[src/rtl/divcfg_pkg.sv]
package divcfg_pkg;
  localparam int M_W     = 9;
  localparam int N_W     = 2;
  localparam int T_W     = 2;
  localparam int NULL_W  = 1;
  localparam int FRAME_W = T_W + NULL_W + N_W + M_W;
  localparam int M_DEFAULT = 32;

  typedef struct packed {
    logic [T_W-1:0] t;
    logic [N_W-1:0] n;
    logic [M_W-1:0] m;
  } cfg_t;

  localparam cfg_t CFG_DEFAULT = '{t: '0, n: '0, m: M_W'(M_DEFAULT)};
endpackage

[src/rtl/divcfg_sync.sv]
module divcfg_sync #(
  parameter int W      = 1,
  parameter int STAGES = 2
) (
  input  logic         clk,
  input  logic         rst_n,
  input  logic [W-1:0] d,
  output logic [W-1:0] q
);
  logic [STAGES-1:0][W-1:0] pipe;

  always_ff @(posedge clk or negedge rst_n) begin
    if (!rst_n) pipe <= '0;
    else        pipe <= {pipe[STAGES-2:0], d};
  end

  assign q = pipe[STAGES-1];
endmodule

[src/rtl/divcfg_shifter.sv]
module divcfg_shifter
  import divcfg_pkg::*;
(
  input  logic clk,
  input  logic rst_n,
  input  logic ser_mode,
  input  logic clk_rise,
  input  logic sd,
  output cfg_t ser_cfg
);
  localparam int N_LO = M_W;
  localparam int T_LO = M_W + N_W + NULL_W;

  logic [FRAME_W-1:0] frame_q, frame_nxt;
  logic               shift_en;

  always_comb begin
    shift_en  = ser_mode & clk_rise;
    frame_nxt = frame_q;
    if (shift_en) frame_nxt = {frame_q[FRAME_W-2:0], sd};
  end

  always_ff @(posedge clk or negedge rst_n) begin
    if (!rst_n)        frame_q <= '0;
    else if (shift_en) frame_q <= frame_nxt;
  end

  // Field decode skips the empty slot between T and N.
  assign ser_cfg.m = frame_nxt[M_W-1:0];
  assign ser_cfg.n = frame_nxt[N_LO +: N_W];
  assign ser_cfg.t = frame_nxt[T_LO +: T_W];

  // the newest slot holds the data sampled at the strobe
  a_r4_shift_in: assert property (@(posedge clk) disable iff (!rst_n)
    (ser_mode && clk_rise) |=> frame_q[0] == $past(sd));

  // parallel mode never disturbs the shift register
  a_r12_par_frozen: assert property (@(posedge clk) disable iff (!rst_n)
    !ser_mode |=> $stable(frame_q));
endmodule

[src/rtl/divcfg_settings.sv]
module divcfg_settings
  import divcfg_pkg::*;
(
  input  logic clk,
  input  logic rst_n,
  input  logic ser_mode,
  input  logic load_hi,
  input  logic load_rise,
  input  logic clk_rise,
  input  cfg_t par_cfg,
  input  cfg_t ser_cfg,
  output cfg_t cfg_q
);
  logic cfg_en;
  cfg_t cfg_d;

  always_comb begin
    cfg_en = 1'b0;
    cfg_d  = cfg_q;
    if (!ser_mode) begin
      cfg_en = 1'b1;
      cfg_d  = par_cfg;
    end else if (load_hi && (load_rise || clk_rise)) begin
      cfg_en = 1'b1;
      cfg_d  = ser_cfg;
    end
  end

  always_ff @(posedge clk or negedge rst_n) begin
    if (!rst_n)      cfg_q <= CFG_DEFAULT;
    else if (cfg_en) cfg_q <= cfg_d;
  end

  // parallel pass-through
  a_r2_par_follow: assert property (@(posedge clk) disable iff (!rst_n)
    !ser_mode |=> cfg_q == $past(par_cfg));

  // serial shifting without load keeps settings
  a_r8_idle_hold: assert property (@(posedge clk) disable iff (!rst_n)
    (ser_mode && !load_hi) |=> $stable(cfg_q));

  // commit on load rise takes the shifter's test field
  a_r6_commit_t: assert property (@(posedge clk) disable iff (!rst_n)
    (ser_mode && load_rise) |=> cfg_q.t == $past(ser_cfg.t));
endmodule

[src/rtl/divcfg_loader.sv]
module divcfg_loader
  import divcfg_pkg::*;
#(
  parameter int SYNC_STAGES = 2
) (
  input  logic           clk,
  input  logic           rst_n,
  input  logic           par_load_n,
  input  logic [M_W-1:0] par_m,
  input  logic [N_W-1:0] par_n,
  input  logic           ser_clk,
  input  logic           ser_dat,
  input  logic           ser_load,
  output logic [M_W-1:0] m_val,
  output logic [N_W-1:0] n_sel,
  output logic [T_W-1:0] t_sel,
  output logic           ser_mode
);
  localparam int CTRL_W = 3;
  localparam int DATA_W = 1 + M_W + N_W;

  logic [CTRL_W-1:0] ctrl_s;
  logic [DATA_W-1:0] data_s;
  logic pl_s, sc_s, sl_s, sd_s;
  logic sc_q, sl_q;
  logic clk_rise, load_rise;
  cfg_t par_cfg, ser_cfg, cfg_q;

  divcfg_sync #(.W(CTRL_W), .STAGES(SYNC_STAGES)) u_ctrl_sync (
    .clk(clk), .rst_n(rst_n),
    .d({par_load_n, ser_clk, ser_load}), .q(ctrl_s));

  // Data pins get the same delay, so they stay aligned with the strobes.
  divcfg_sync #(.W(DATA_W), .STAGES(SYNC_STAGES)) u_data_sync (
    .clk(clk), .rst_n(rst_n),
    .d({ser_dat, par_n, par_m}), .q(data_s));

  assign {pl_s, sc_s, sl_s} = ctrl_s;
  assign sd_s               = data_s[DATA_W-1];
  assign par_cfg.m          = data_s[M_W-1:0];
  assign par_cfg.n          = data_s[M_W +: N_W];
  assign par_cfg.t          = '0;

  always_ff @(posedge clk or negedge rst_n) begin
    if (!rst_n) begin
      sc_q <= 1'b0;
      sl_q <= 1'b0;
    end else begin
      sc_q <= sc_s;
      sl_q <= sl_s;
    end
  end

  assign clk_rise  = sc_s & ~sc_q;
  assign load_rise = sl_s & ~sl_q;

  divcfg_shifter u_shift (
    .clk(clk), .rst_n(rst_n), .ser_mode(pl_s), .clk_rise(clk_rise),
    .sd(sd_s), .ser_cfg(ser_cfg));

  divcfg_settings u_set (
    .clk(clk), .rst_n(rst_n), .ser_mode(pl_s), .load_hi(sl_s),
    .load_rise(load_rise), .clk_rise(clk_rise),
    .par_cfg(par_cfg), .ser_cfg(ser_cfg), .cfg_q(cfg_q));

  assign m_val    = cfg_q.m;
  assign n_sel    = cfg_q.n;
  assign t_sel    = cfg_q.t;
  assign ser_mode = pl_s;
endmodule

[config.mk]
export PLATFORM = sky130hd
export DESIGN_NAME = divcfg_loader
export DESIGN_NICKNAME = d
export VERILOG_FILES = /design/src/rtl/divcfg_pkg.sv /design/src/rtl/divcfg_sync.sv /design/src/rtl/divcfg_shifter.sv /design/src/rtl/divcfg_settings.sv /design/src/rtl/divcfg_loader.sv
export SDC_FILE = /design/constraint.sdc
export NUM_CORES = 1
export LEC_CHECK = 0
export BUFFER_PORTS_ARGS = -buffer_cell sky130_fd_sc_hd__buf_2
export CAP_MARGIN = 20
export CORE_AREA = 2 2 90 92
export CTS_BUF_LIST = sky130_fd_sc_hd__clkbuf_2 sky130_fd_sc_hd__clkbuf_4 sky130_fd_sc_hd__clkbuf_8
export CTS_CLUSTER_DIAMETER = 100
export DETAILED_ROUTE_END_ITERATION = 10
export DIE_AREA = 0 0 92 94
export GPL_TIMING_DRIVEN = 0
export SYNTH_ARGS = -nofsm -noshare
export SYNTH_HDL_FRONTEND = slang
export SYNTH_SLANG_ARGS = --single-unit
[constraint.sdc]
create_clock -name clk -period 1.4 [get_ports clk]
set_clock_uncertainty 0.05 [all_clocks]
set_input_delay 0.07 -clock clk [delete_from_list [all_inputs] [get_ports clk]]
set_output_delay 0.07 -clock clk [all_outputs]
set_load 0.03 [all_outputs]
Yosys cells after proc, flatten, opt, wreduce, memory -nomap -nowiden
Cells that the tools add are included.
- output and inout port bits: 14
- word-level logic and storage cells: 24
- flip-flop bits (word level): 59
- bits of input ports: 17
- muxes and demuxes: 5
- reductions and logical operators: 3
- equality and inequality tests: 1
- bitwise gates (word level): 5
- operator list (kind ; number):
    2-to-1 mux 13 bit ; 2
    2-to-1 mux 14 bit ; 1
    bitwise AND 1 bit ; 3
    2-to-1 mux 1 bit ; 2
    != test 2 x 1 -> 1 bit, second input constant ; 1
    NOT 1 bit ; 2
    AND reduction 2 bit ; 1
    logical AND 1 bit ; 1
    logical OR 1 bit ; 1

Logic depth before layout (Yosys ltp)
Gate-level depths: netlist (run 1).
- word-level depth: 7
- depth in mapped cells: 6
- gate-level depth less buffers: 3

Modules after synthesis
Synthesis (run 1) repeated with hierarchy kept, for this count alone.
- cells, all modules: 137
- area, all modules: 2451.1 sq um
- modules (own cells, without submodules) (module ; cells an instance ; area an instance (sq um) ; times used ; sequential area each (sq um)):
    divcfg_shifter ; 44 ; 780.7 ; 1 ; 350.3
    divcfg_settings ; 43 ; 725.7 ; 1 ; 326.6
    divcfg_sync at u_data_sync ; 36 ; 690.7 ; 1 ; 600.6
    divcfg_sync at u_ctrl_sync ; 9 ; 172.7 ; 1 ; 150.1
    divcfg_loader ; 5 ; 81.3 ; 1 ; 50.0

Worst setup path before layout (run 1)
No wires, ideal clock.
- path type: reg2reg
- start: reg u_ctrl_sync.pipe, in the netlist u_ctrl_sync.q[2]
- end: reg u_set.cfg_q[3] (netlist name)
- clock period less this slack: 1.511 ns
- library setup time: 0.137 ns
- required time: 1.213 ns
- arrival: 1.324 ns
- path buffers: 2
- path slack: -0.111 ns
- cell stages (with the launch flop): 6
- path through: dfrtp_1 buf_6 buf_12 mux2_4 o22ai_1 a21oi_1
- longest elaborated chain between the ends: 4
- elaborated cells between the ends (all ways): 7
- those cells by class: eq/ne: 1; mux: 4; bitwise: 1; reduce/logical: 1
- RTL lines (item ; RTL line ; RTL):
    start, declared ; divcfg_sync.sv:10 ; logic [STAGES-1:0][W-1:0] pipe;
    start signal, assigned ; divcfg_sync.sv:14 ; else pipe <= {pipe[STAGES-2:0], d};
    bitwise AND 1 bit ; divcfg_shifter.sv:18 ; shift_en = ser_mode & clk_rise;
    2-to-1 mux 14 bit ; divcfg_shifter.sv:20 ; if (shift_en) frame_nxt = {frame_q[FRAME_W-2:0], sd};
    2-to-1 mux 13 bit ; divcfg_settings.sv:23 ; end else if (load_hi && (load_rise || clk_rise)) begin
    2-to-1 mux 13 bit ; divcfg_settings.sv:20 ; if (!ser_mode) begin
Parallel ways exist; a longest one is shown, timed or not. The select of a mux whose other input is x is not followed.
A chain may end at the register's enable or synchronous reset.

Worst setup path after layout (run 1)
- start: reg u_ctrl_sync.pipe, in the netlist u_ctrl_sync.q[2]
- end: reg u_set.cfg_q[3] (netlist name)
- longest elaborated chain between the ends: 4
- elaborated cells between the ends (all ways): 7
- those cells by class: eq/ne: 1; mux: 4; bitwise: 1; reduce/logical: 1
- RTL lines (item ; RTL line):
    bitwise AND 1 bit ; divcfg_shifter.sv:18
    2-to-1 mux 14 bit ; divcfg_shifter.sv:20
    2-to-1 mux 13 bit ; divcfg_settings.sv:23
    2-to-1 mux 13 bit ; divcfg_settings.sv:20
Parallel ways exist; a longest one is shown, timed or not. The select of a mux whose other input is x is not followed.

==> impl_metrics.py, run 1 <==
metrics = {
    "cts": {
        "tritoncts": "done",
        "cts_root_buf": "clkbuf_8",
        "cts_buffer_depth": 2,
        "cts_inserted_buffers": 9,
        "worstSkewPairLatency_ps": 340,
        "cts_max_level": 3,
        "clk_pin_slew_worst_paths_ps": 60,
        "clock-sinks": 59,
    },
    "cells_and_area": {
        "fin_cells": 309,
        "antenna_cells": 0,
        "syn_to_final_growth_pct": 38.2,
        "drive_gt1_share_pct": 49.3,
        "final_util_pct": 40.4,
        "nNetsFinal": 219,
        "stdcell_area_um2": 3070,
    },
    "sta": {
        "worst_pin_slew_ps": 635,
        "max_freq_ghz": 0.718,
        "drv_slew": 0,
        "finalCritPeriodShare_pct": 99.5,
        "rsz0062_at_grt": "yes",
        "setup_viol": 0,
        "min_period_ps": 1390,
        "setup_slack_ps": 7.06,
        "hold_viol": 0,
        "relSlewSlack_pct": 57.7,
    },
    "logic_synthesis": {
        "synth_commonest_cells": "58 x dfrtp_1, 23 x o22ai_1, 14 x mux2_4",
        "synthFlopType": "dfrtp_1",
        "synthCells": 141,
        "ys_top_cells_by_area": "dfrtp_1 65%, mux2_4 9.5%, o22ai_1 6.5%",
        "syn_area_per_cell_um2": 15.8,
        "ys_seq_elements": 59,
        "syn_nets": 158,
        "synth_top_cell_by_area": "dfrtp_1",
        "synth_edf_count": 0,
        "yosys_warnings": 0,
        "synth_cell_types": 22,
        "synth_area_um2": 2220,
        "async_flop_share_pct": 100,
        "synth_top_cell_area_share_pct": 65.3,
        "yosysSeqAreaShare_pct": 66.5,
        "yosysMostFrequentCell": "dfrtp_1",
    },
    "power_and_ir_drop": {
        "p_int_mw": 3.41,
        "leakagePower_nw": 1.44,
        "switchingPower_mw": 1.19,
        "switching_share_pct": 25.8,
        "p_per_area_nw_per_um2": 1500,
        "p_seq_share_pct": 46.0,
        "irDropWorstVdd_mv": 0.698,
        "combPwrFrac_pct": 16.3,
        "clkPwrFrac_pct": 37.6,
    },
    "placement": {
        "place_inst": 274,
        "placed_area_um2": 2520,
        "post-place-ws_ps": -76.5,
        "place_congestion": 0.783,
        "hpwlAfterDp_mm": 2.59,
        "numPortBuffers": 30,
    },
    "worst_setup_path": {
        "cp.required_ps": 1560,
        "arrival_ps": 1560,
        "worstSetupPathType": "reg2reg",
        "crit_fanout": 8,
        "cp-end-kind": "register",
        "startpoint_type": "register",
    },
    "route": {
        "vias_per_cell": 4.39,
        "routed-via-count": 1357,
        "routed_wl_mm": 4.30,
        "drt-wirelength-per-cell_um": 13.9,
        "drtPass1Iterations": 4,
        "drtIter0Drc": 68,
        "antenna_left": 0,
        "drc_errors": 0,
    },
    "global_routing": {
        "antenna_found_initial": 0,
        "grt_usage_pct": 10.8,
        "grt_pass1_wl_mm": 6.93,
        "grt-ovfl-total": 0,
        "grt_max_degree": 33,
        "grt_pass1_vias": 1436,
    },
    "outcome": {
        "status": "finished clean",
    },
    "flow_run": {
        "max-cap-violations": 0,
    },
    "die": {
        "dieArea_um2": 8650,
        "boundaryPins": 31,
        "rows": 32,
        "start_util_pct": 29.2,
        "die_x_um": 92,
        "die_y_um": 94,
        "fp.coreArea_um2": 7610,
    },
    "worst_hold_path": {
        "hold_class": "in2async",
    },
}
power groups by stage:
stage | Combinational [mW] | Sequential (mW) | Clock, mW
after global placement | 0.634 | 2.11 | 0
after CTS | 0.703 | 2.09 | 1.78
final | 0.749 | 2.12 | 1.73
after global routing | 0.799 | 2.15 | 1.87
after detailed placement | 0.651 | 2.12 | 0
after floorplan | 0.360 | 2.19 | 0
cell type report:
| class | instances | area [um^2] |
|---|---|---|
| multi-input combinational | 74 | 759 |
| timing repair buffer | 50 | 383 |
| clock inverter | 5 | 75.1 |
| clock buffer | 11 | 151 |
| tap | 102 | 128 |
| fill | 722 | 4540 |
| sequential | 59 | 1480 |
| buffer | 7 | 91.3 |
| inverter | 1 | 3.75 |
final timing paths:
check,start,to,slack [ps],depth (start not counted)
setup / recovery,u_ctrl_sync.q[2],u_set.cfg_q[3],7,5
hold / removal,rst_n,u_set.cfg_q[1],230,2
setup reg to reg,u_ctrl_sync.q[2],u_set.cfg_q[3],7,5
hold reg to reg,u_data_sync.pipe[5],u_data_sync.q[5],300,0
max in group asynchronous,rst_n,u_set.cfg_q[5],420,3
min in group clk,u_data_sync.pipe[5],u_data_sync.q[5],300,0
worst max-delay path, cell delays in order (launching register included):
cell	delay, ps
dfrtp_2	430
buf_12	150
buf_12	140
mux2_4	310
o22ai_2	110
a21oi_2	80
sequential cells by signal (all words and copies together) (netlist names):
name and cells:
u_shift.frame_q 14, u_set.cfg_q 13, u_data_sync.pipe 12, u_data_sync.q 12, u_ctrl_sync.pipe 3, u_ctrl_sync.q 3, sc_q 1, sl_q 1
metrics by stage:
stage | setup TNS [ps] | power, mW | hold slack, ps
2_1_floorplan | -31.8 | 2.55 | -276
3_3_place_gp | -392 | 2.74 | 127
3_5_place_dp | -551 | 2.77 | 76.6
4_1_cts | -20.2 | 4.57 | 243
5_1_grt | -172 | 4.81 | 273
6_report | 0 | 4.60 | 231
layout by cell type (no fill, tap or decap), types with 2 or more instances in the layout:
master         netlist  routed
a21oi_1             11       9
a21oi_2              0       2
a31oi_1              2       2
and3b_1              2       2
buf_12               1       4
buf_2                1      31
buf_8                0       2
bufinv_16            0       2
clkbuf_8             0      11
clkinv_2             0       3
dfrtp_1             58      57
dlygate4sd3_1        0      16
mux2_2              11      11
mux2_4              14      14
nand2_1              3       3
nand3b_4             1       2
o22ai_1             23      11
o22ai_2              0      12
routing by layer:
metal | vias up | track usage (%) | wire [um]
li1 | 640 | - | -
met1 | 682 | 13.6 | 2100
met2 | 28 | 15.9 | 1910
met3 | 7 | 5.78 | 238
met4 | 0 | 3.36 | 45
met5 | - | 0 | 0
what timing repair did:
action,in CTS,in global routing
hold buffers,16,0
hold endpoints to repair,42,0
pin swaps,0,5
buffers inserted,1,1
resized for setup,5,16
setup endpoints to repair,11,16
cloned,0,1
kinds of logic after synthesis:
| kind of cell | share of synthesized area [%] |
|---|---|
| and+or+nand+nor | 4.90 |
| buffers and inverters | 3.49 |
| AOI/OAI and AO/OA | 10.1 |
| DFF | 66.5 |
| muxes | 15.0 |
(Power assumes the default switching activity.)
==> inputs of run 2 (changes only) <==
--- a/config.mk
+++ b/config.mk
@@ -5,13 +5,14 @@
 export SDC_FILE = /design/constraint.sdc
 export NUM_CORES = 1
 export LEC_CHECK = 0
+export ABC_AREA = 1
 export BUFFER_PORTS_ARGS = -buffer_cell sky130_fd_sc_hd__buf_2
 export CAP_MARGIN = 20
-export CORE_AREA = 2 2 90 92
+export CORE_AREA = 2 2 85 87
 export CTS_BUF_LIST = sky130_fd_sc_hd__clkbuf_2 sky130_fd_sc_hd__clkbuf_4 sky130_fd_sc_hd__clkbuf_8
 export CTS_CLUSTER_DIAMETER = 100
 export DETAILED_ROUTE_END_ITERATION = 10
-export DIE_AREA = 0 0 92 94
+export DIE_AREA = 0 0 87 89
 export GPL_TIMING_DRIVEN = 0
 export SYNTH_ARGS = -nofsm -noshare
 export SYNTH_HDL_FRONTEND = slang
==> run 2 against run 1 <==
Utilization is 0.66 points lower. Via count is 4.1% lower. Synthesized area is 11% lower. Non-clock buffer count is 3 lower. First-iteration DRC count is 12% higher. Power is 6.5% lower. Worst hold slack worse by 83 ps. Critical endpoint is now u_set.cfg_q[7].
==> impl_metrics.py, run 2 <==
metrics = {
    "logic_synthesis": {
        "syn_nets": 183,
        "ys_top_cells_by_area": "dfrtp_1 74%, nand2_1 10%, nand3_1 5.6%",
        "synth_commonest_cells": "58 x dfrtp_1, 54 x nand2_1, 22 x nand3_1",
        "synthFlopType": "dfrtp_1",
        "ys_seq_elements": 59,
        "yosys_warnings": 0,
        "syn_area_per_cell_um2": 11.9,
        "synth_top_cell_area_share_pct": 73.6,
        "yosysMostFrequentCell": "dfrtp_1",
        "async_flop_share_pct": 100,
        "synth_edf_count": 0,
        "yosysSeqAreaShare_pct": 74.9,
        "synthCells": 166,
        "synth_area_um2": 1970,
        "synth_cell_types": 15,
        "synth_top_cell_by_area": "dfrtp_1",
    },
    "placement": {
        "place_inst": 277,
        "numPortBuffers": 30,
        "hpwlAfterDp_mm": 2.26,
        "place_congestion": 0.762,
    },
    "global_routing": {
        "grt_pass1_vias": 1344,
        "grt_max_degree": 44,
        "grt_pass1_wl_mm": 6.25,
        "antenna_found_initial": 0,
        "grt_usage_pct": 11.1,
        "grt-ovfl-total": 0,
    },
    "power_and_ir_drop": {
        "leakagePower_nw": 1.32,
        "switchingPower_mw": 0.960,
        "p_int_mw": 3.34,
        "switching_share_pct": 22.3,
        "p_seq_share_pct": 45.1,
        "clkPwrFrac_pct": 45.5,
        "p_per_area_nw_per_um2": 1610,
        "irDropWorstVdd_mv": 0.709,
        "combPwrFrac_pct": 9.5,
    },
    "cells_and_area": {
        "top_register": "u_shift.frame_q",
        "syn_to_final_growth_pct": 35.2,
        "antenna_cells": 0,
        "fin_cells": 308,
        "regArea_um2": 1480,
        "drive_gt1_share_pct": 25.9,
        "nNetsFinal": 240,
        "multi_input_area_um2": 440,
        "largest_reg_flops": 14,
        "layout_common_cells": "57 x dfrtp_1, 54 x nand2_1, 33 x buf_2",
        "nFillCells": 625,
        "reg_top3": "u_shift.frame_q x14, u_set.cfg_q x13",
        "final_common_cell": "dfrtp_1",
    },
    "route": {
        "dr.max_layer_used": "met4",
        "route.met2.wl_mm": 1.59,
        "routed-via-count": 1301,
        "drt-met1-wl_mm": 1.59,
        "routed-wl-met3_um": 174,
        "antenna_left": 0,
        "drt-wirelength-per-cell_um": 11.3,
        "drtIter0Drc": 76,
        "vias_per_cell": 4.22,
        "drtPass1Iterations": 4,
        "routed_wl_mm": 3.47,
        "drc_errors": 0,
    },
    "cts": {
        "tritoncts": "done",
        "clock-sinks": 59,
        "worstSkewPairLatency_ps": 330,
        "cts_root_buf": "clkbuf_8",
        "clk_pin_slew_worst_paths_ps": 70,
        "cts_inserted_buffers": 9,
        "cts_buffer_depth": 2,
        "cts_max_level": 3,
    },
    "sta": {
        "max_freq_ghz": 0.807,
        "hold_viol": 0,
        "setup-tns-final_ps": 0,
        "worst_pin_slew_ps": 497,
        "rsz0062_at_grt": "no",
        "min_period_ps": 1240,
        "finalCritPeriodShare_pct": 88.6,
        "drv_slew": 0,
        "relSlewSlack_pct": 66.9,
        "setup_viol": 0,
        "whs_ps": 148,
    },
    "die": {
        "start_util_pct": 29.4,
        "rows": 30,
        "die_x_um": 87,
        "fp.coreArea_um2": 6720,
        "dieArea_um2": 7740,
        "die_y_um": 89,
        "boundaryPins": 31,
    },
    "worst_setup_path": {
        "arrival_ps": 1450,
        "startpoint_type": "register",
        "cp.required_ps": 1610,
        "cp-end-kind": "register",
        "worstSetupPathType": "reg2reg",
        "crit_fanout": 10,
    },
    "flow_run": {
        "max-cap-violations": 0,
    },
    "outcome": {
        "status": "finished clean",
    },
    "worst_hold_path": {
        "hold_class": "in2async",
    },
}
==> run 2: changes by cell type after synthesis, moves of 2 or more <==
| cell | previous run | this run |
|---|---|---|
| o21ai_1 | 0 | 2 |
| inv_1 | 1 | 4 |
| buf_6 | 4 | 0 |
| nand4_1 | 0 | 11 |
| mux2_2 | 11 | 0 |
| buf_2 | 1 | 5 |
| o22ai_1 | 23 | 0 |
| nand2_1 | 3 | 54 |
| nand3_1 | 0 | 22 |
| a31oi_1 | 2 | 0 |
| a21oi_1 | 11 | 2 |
| and3b_1 | 2 | 0 |
| mux2_4 | 14 | 0 |
==> run 2: layout make-up <==
| class | instances | area share, % |
|---|---|---|
| tap | 80 | 3.75 |
| timing repair buffer | 47 | 12.4 |
| clock buffer | 12 | 6.19 |
| buffer | 7 | 1.59 |
| sequential | 59 | 55.4 |
| clock inverter | 4 | 3.56 |
| multi-input combinational | 95 | 16.5 |
| inverter | 4 | 0.563 |
==> run 2: routing by layer <==
| layer | vias up | global-route usage [%] |
|---|---|---|
| li1 | 661 | - |
| met1 | 598 | 13.6 |
| met2 | 29 | 15.9 |
| met3 | 13 | 4.80 |
| met4 | 0 | 7.24 |
| met5 | - | 0 |
==> run 2: power by group through the flow <==
stage	Combinational [mW]	Clock, mW	Sequential, mW
2_1_floorplan	0.160	0	2.03
3_3_place_gp	0.365	0	1.97
3_5_place_dp	0.378	0	1.97
4_1_cts	0.413	2.00	1.94
5_1_grt	0.465	2.11	1.96
6_report	0.406	1.95	1.94
==> run 2: logic make-up (layout without fill, tap and decap cells) <==
family          after synthesis  count (layout)  share of synthesized area [%]
simple gates                 91              91                           21.3
flops                        59              59                           74.9
buf+inv                      12              74                           2.79
compound gates                4               4                           1.01
==> run 2: final timing paths <==
check	endpoint	startpoint	cells past startpoint	slack [ps]
max in group asynchronous	u_set.cfg_q[5]	rst_n	3	540
hold reg to reg	u_ctrl_sync.q[1]	u_ctrl_sync.pipe[1]	0	300
min in group clk	u_ctrl_sync.q[1]	u_ctrl_sync.pipe[1]	0	300
setup / recovery	u_set.cfg_q[7]	u_ctrl_sync.q[1]	6	160
hold / removal	sl_q	rst_n	2	150
setup reg to reg	u_set.cfg_q[7]	u_ctrl_sync.q[1]	6	160
==> run 2: repair_timing <==
action | 4_1_cts | 5_1_grt
endpoints found under the setup margin | 2 | 9
gates resized for setup | 1 | 4
hold buffers | 16 | 0
buffers inserted | 0 | 0
hold endpoints to repair | 73 | 0
==> run 2: critical path, stage by stage, from the launching register on <==
cell	delay (ps)
dfrtp_1	440
nand2_1	90
nand2_1	70
nand2_2	100
clkbuf_4	220
nand3_1	90
nand3_1	110
==> run 2: per-stage QoR <==
stage	util [%]	power, mW	worst slack (ps)	instance area (um^2)
floorplan	-	2.19	71.6	1970
global placement	33.1	2.33	15.1	2220
detailed placement	33.4	2.35	7.30	2240
CTS	39.7	4.35	98.9	2670
global route	39.7	4.53	38.4	2670
finish	39.7	4.30	160	2670
